[config.mk]
export PLATFORM = sky130hd
export DESIGN_NAME = hook_debounce
export DESIGN_NICKNAME = d
export VERILOG_FILES = /design/src/rtl/hook_debounce_pkg.sv /design/src/rtl/dbc_sampler.sv /design/src/rtl/dbc_counter.sv /design/src/rtl/dbc_hold.sv /design/src/rtl/hook_debounce.sv
export SDC_FILE = /design/constraint.sdc
export NUM_CORES = 1
export LEC_CHECK = 0
export BUFFER_PORTS_ARGS = -buffer_cell sky130_fd_sc_hd__buf_2
export CAP_MARGIN = 20
export CORE_ASPECT_RATIO = 0.9
export CORE_MARGIN = 2
export CORE_UTILIZATION = 35
export CTS_BUF_LIST = sky130_fd_sc_hd__clkbuf_8
export CTS_CLUSTER_SIZE = 40
export DETAILED_ROUTE_END_ITERATION = 8
export PLACE_DENSITY = 0.65
export SLEW_MARGIN = 25
export SYNTH_ARGS = -nofsm -noshare
export SYNTH_HDL_FRONTEND = slang
export SYNTH_SLANG_ARGS = --single-unit
[constraint.sdc]
create_clock -name clk_i -period 1.5 [get_ports clk_i]
set_clock_uncertainty 0.1 [all_clocks]
set_input_delay 0.225 -clock clk_i [delete_from_list [all_inputs] [get_ports clk_i]]
set_output_delay 0.225 -clock clk_i [all_outputs]
set_load 0.02 [all_outputs]
[src/rtl/hook_debounce_pkg.sv]
package hook_debounce_pkg;
  localparam int unsigned DEF_NUM_CH   = 4;
  localparam int unsigned DEF_PERIOD_W = 4;
endpackage

[src/rtl/dbc_sampler.sv]
module dbc_sampler (
  input  logic clk_i,
  input  logic rst_ni,
  input  logic raw_i,
  input  logic fs_i,
  output logic samp_o,
  output logic chg_o
);
  logic samp_q;

  assign chg_o  = fs_i && (raw_i != samp_q);
  assign samp_o = samp_q;

  always_ff @(posedge clk_i or negedge rst_ni) begin
    if (!rst_ni)   samp_q <= 1'b0;
    else if (fs_i) samp_q <= raw_i;
  end

  // sample moves only on a frame tick
  p_sample_gated_r2: assert property (@(posedge clk_i) disable iff (!rst_ni)
    !fs_i |=> $stable(samp_o));
  // a flagged change really flips the stored sample
  p_change_flips_r3: assert property (@(posedge clk_i) disable iff (!rst_ni)
    chg_o |=> samp_o != $past(samp_o));
endmodule

[src/rtl/dbc_counter.sv]
module dbc_counter #(
  parameter int unsigned W = 4
) (
  input  logic         clk_i,
  input  logic         rst_ni,
  input  logic         clr_i,
  input  logic         tick_i,
  input  logic [W-1:0] limit_i,
  output logic         done_o
);
  logic [W-1:0] cnt_q;

  always_ff @(posedge clk_i or negedge rst_ni) begin
    if (!rst_ni)                        cnt_q <= '0;
    else if (clr_i)                     cnt_q <= '0;
    else if (tick_i && cnt_q < limit_i) cnt_q <= cnt_q + 1'b1;
  end

  assign done_o = (cnt_q >= limit_i);

  // clear wins over a simultaneous tick
  p_clear_wins_r9: assert property (@(posedge clk_i) disable iff (!rst_ni)
    clr_i |=> cnt_q == '0);
  // no wrap back to zero without a clear
  p_no_wrap_r4: assert property (@(posedge clk_i) disable iff (!rst_ni)
    (cnt_q != '0 && !clr_i) |=> cnt_q != '0);
  // counter idles between ticks
  p_idle_r4: assert property (@(posedge clk_i) disable iff (!rst_ni)
    (!clr_i && !tick_i) |=> $stable(cnt_q));
endmodule

[src/rtl/dbc_hold.sv]
module dbc_hold (
  input  logic clk_i,
  input  logic rst_ni,
  input  logic en_i,
  input  logic d_i,
  output logic q_o
);
  always_ff @(posedge clk_i or negedge rst_ni) begin
    if (!rst_ni)   q_o <= 1'b0;
    else if (en_i) q_o <= d_i;
  end

  // output held while the count is short
  p_hold_r6: assert property (@(posedge clk_i) disable iff (!rst_ni)
    !en_i |=> $stable(q_o));
  // output takes the sample once the count is met
  p_follow_r5: assert property (@(posedge clk_i) disable iff (!rst_ni)
    en_i |=> q_o == $past(d_i));
endmodule

[src/rtl/hook_debounce.sv]
module hook_debounce
  import hook_debounce_pkg::*;
#(
  parameter int unsigned NUM_CH   = DEF_NUM_CH,
  parameter int unsigned PERIOD_W = DEF_PERIOD_W
) (
  input  logic                clk_i,
  input  logic                rst_ni,
  input  logic [NUM_CH-1:0]   raw_i,
  input  logic                fs_tick_i,
  input  logic                ms_tick_i,
  input  logic [PERIOD_W-1:0] period_i,
  output logic [NUM_CH-1:0]   det_o
);
  logic [NUM_CH-1:0] samp, chg, done;

  for (genvar c = 0; c < NUM_CH; c++) begin : g_ch
    dbc_sampler u_samp (
      .clk_i (clk_i),
      .rst_ni(rst_ni),
      .raw_i (raw_i[c]),
      .fs_i  (fs_tick_i),
      .samp_o(samp[c]),
      .chg_o (chg[c])
    );

    dbc_counter #(.W(PERIOD_W)) u_cnt (
      .clk_i  (clk_i),
      .rst_ni (rst_ni),
      .clr_i  (chg[c]),
      .tick_i (ms_tick_i),
      .limit_i(period_i),
      .done_o (done[c])
    );

    dbc_hold u_hold (
      .clk_i (clk_i),
      .rst_ni(rst_ni),
      .en_i  (done[c]),
      .d_i   (samp[c]),
      .q_o   (det_o[c])
    );
  end

  // zero period keeps every hold stage open
  p_zero_open_r7: assert property (@(posedge clk_i) disable iff (!rst_ni)
    (period_i == '0) |-> (done == '1));
  // output is clear in the first cycle after reset
  p_reset_clear_r1: assert property (@(posedge clk_i)
    !rst_ni |=> det_o == '0);
endmodule

==> metrics.yaml <==
pwr:
  switchingPower_uw: 1180
  p_comb_frac: 0.557
  power_frac_clock: 0.141
  p_sw_frac: 0.366
  p_seq_frac: 0.302
  power_leakage_uw: 0.00105
  powerDensity_nw_per_um2: 1340
  ir_drop_mv: 0.690
  p_int_uw: 2050
worst_setup_path:
  worstSetupStartpoint: "g_ch[2].u_cnt.cnt_q[3]"
  critPathCapture: "g_ch[2].u_cnt.cnt_q[2]"
  reg2reg_from: "g_ch[2].u_cnt.cnt_q[3]"
  r2r_cells: 5
  worstSetupEndpointType: "register"
  path_max_fanout: 3
  rrSetupSlack_ns: -0.08
  path_class: "register to register"
  required_ns: 1.60
  crit_arrival_ns: 1.68
  reg2reg_to: "g_ch[2].u_cnt.cnt_q[2]"
  crit_path_start_kind: "register"
sta:
  min_period_over_period: 1.05
  setup_viol: 16
  tns_ns: -0.607
  grt_setup_unrepaired: "yes"
  hold_slack_ns: 0.105
  tightest_slew_ns: 0.551
  drv_slew: 0
  max_freq_mhz: 633
  post-route-min-period_ns: 1.58
  hold_violations: 0
  slew_headroom: 0.633
  finalWorstSetupSlack_ns: -0.0807
cells_and_area:
  most-common-layout-cells: "buf_4, dfrtp_1, buf_2"
  final_nets: 251
  fillers: 401
  multi_input_area_um2: 1260
  seq_area_um2: 601
  syn_to_final_growth_pct: 48.4
  antennaDiodeCount: 0
  final_common_cell: "buf_4"
  layout-drive-gt1-share: 0.500
logic_synthesis:
  syn-mean-instance-area_um2: 9.55
  synth_nets: 202
  synth_top_cell_by_area: "dfrtp_1"
  netlist.area_leader.share: 0.370
  ys_warn_count: 0
  yosys-top-cells-area: "dfrtp_1, ha_1, mux2_2"
  syn-cell-area_um2: 1620
  synth_cell_type_count: 24
  ys_seq_area_frac: 0.370
  ys_ff_latch: 24
  synth_cells: 170
floorplan:
  dieArea_um2: 5200
  die_w_um: 75.8
  die_y_um: 68.6
  ios: 16
  core_um2: 4460
  initial_core_util: 0.364
  num_rows: 23
clock_network:
  htree_num_levels: 1
  clock-sinks: 24
  cts_tree: "built"
  cts_root_buf: "clkbuf_8"
  numCtsBuffers: 3
  max-clock-path-buffers: 2
  clk_pin_slew_ns: 0.09
  clk_latency_ns: 0.27
run_status:
  violations: "negative setup slack"
  status: "finished with violations"
job:
  maxCapViolations: 0
hold_path:
  min_path_type: "primary input to register"
global_route:
  antenna_found_initial: 0
  grt_max_degree: 25
  first_global_vias: 1378
  grt_first_pass_wirelength_um: 6300
  grtUsageTotal: 0.160
  grt_overflow: 0
drt:
  via_count: 1368
  totalWireLength_um: 3680
  postRouteAntennaNets: 0
  first_pass_iters: 4
  dr.first_iter.drc_count: 40
  vias_per_cell: 4.89
  wl_per_cell_um: 13.1
  drc_errors: 0
placed_design:
  portBuffers: 15
  dp_hpwl_um: 2530
  gp_congestion: 0.833
## cell usage after synthesis (all sizes together)
master / count
o31ai: 3
a21boi: 9
xor2: 4
inv: 10
nand2: 19
o21bai: 1
o21ba: 1
mux2i: 4
and2: 1
a21oi: 11
or3: 7
nor3: 4
nand2b: 11
o21ai: 13
nor2b: 1
ha: 20
dfrtp: 24
o211ai: 3
clkbuf: 1
buf: 5
nand3: 10
mux2: 8
## worst min-delay path by stage
stage                     depth (start not counted)  slack (ns)     start                endpoint
after floorplan                                   0       -0.17    rst_ni  g_ch[0].u_cnt.cnt_q[0]
after global placement                            1        0.15    rst_ni  g_ch[0].u_cnt.cnt_q[3]
after detailed placement                          1        0.15    rst_ni  g_ch[0].u_cnt.cnt_q[3]
after CTS                                         2        0.10  raw_i[3]   g_ch[3].u_samp.samp_o
after global routing                              2        0.11  raw_i[3]   g_ch[3].u_samp.samp_o
final                                             2        0.11  raw_i[3]   g_ch[3].u_samp.samp_o
## final cells by class
class,count,area share
clock buffers,4,0.0229
inverters,10,0.0187
multi-input cells,130,0.524
flip-flops and latches,24,0.249
well taps,62,0.0322
repair buffers,50,0.153
## critical path, stage by stage, from the launching register on
cell	delay, ns
dfrtp_1	0.43
ha_4	0.25
a21oi_4	0.17
nand3_2	0.09
or3_1	0.35
a21boi_1	0.12
## power by group through the flow
stage               clock network, uW  registers [uW]  logic (uW)
CTS                               473             963        1490
floorplan                           0             987         891
detailed placement                  0             963        1310
global route                      498             998        2010
finish                            455             975        1800
global placement                    0             956        1290
## sequential cells by signal, summed over array words and instances (netlist names)
name and count:
g_ch.u_cnt.cnt_q 16, g_ch.u_hold.q_o 4, g_ch.u_samp.samp_o 4
## timing repair
item	in CTS	in global routing
endpoints found under the setup margin	20	20
resized for setup	26	29
setup buffers	3	6
hold endpoints to repair	24	0
pin swaps	17	13
hold buffers	1	0
## routing by layer
metal / vias up / global-route usage / part of all wire
met4: 0 / 0.0395 / 0.0063
met2: 22 / 0.273 / 0.49
met1: 647 / 0.214 / 0.48
met5: - / 0 / 0
met3: 2 / 0.0218 / 0.026
li1: 697 / - / -
## cell families after synthesis
| family | count (synthesis) | synth area share |
|---|---|---|
| fa+ha+maj | 20 | 0.154 |
| buf+inv | 16 | 0.0470 |
| flops | 24 | 0.370 |
| simple gates | 53 | 0.169 |
| mux | 12 | 0.0802 |
| compound gates | 41 | 0.158 |
| xor+xnor | 4 | 0.0216 |
## metrics by stage
| stage | std cells | area, um2 | total power (uW) | worst slack [ns] | util |
|---|---|---|---|---|---|
| after floorplan | 170 | 1680 | 1880 | -0.0913 | - |
| after global placement | 268 | 2010 | 2250 | -0.259 | 0.451 |
| after detailed placement | 268 | 2010 | 2270 | -0.291 | 0.451 |
| after CTS | 275 | 2240 | 2920 | -0.0826 | 0.502 |
| after global routing | 280 | 2410 | 3510 | -0.161 | 0.540 |
| final | 280 | 2410 | 3230 | -0.0807 | 0.540 |
(Power assumes the default switching activity.)
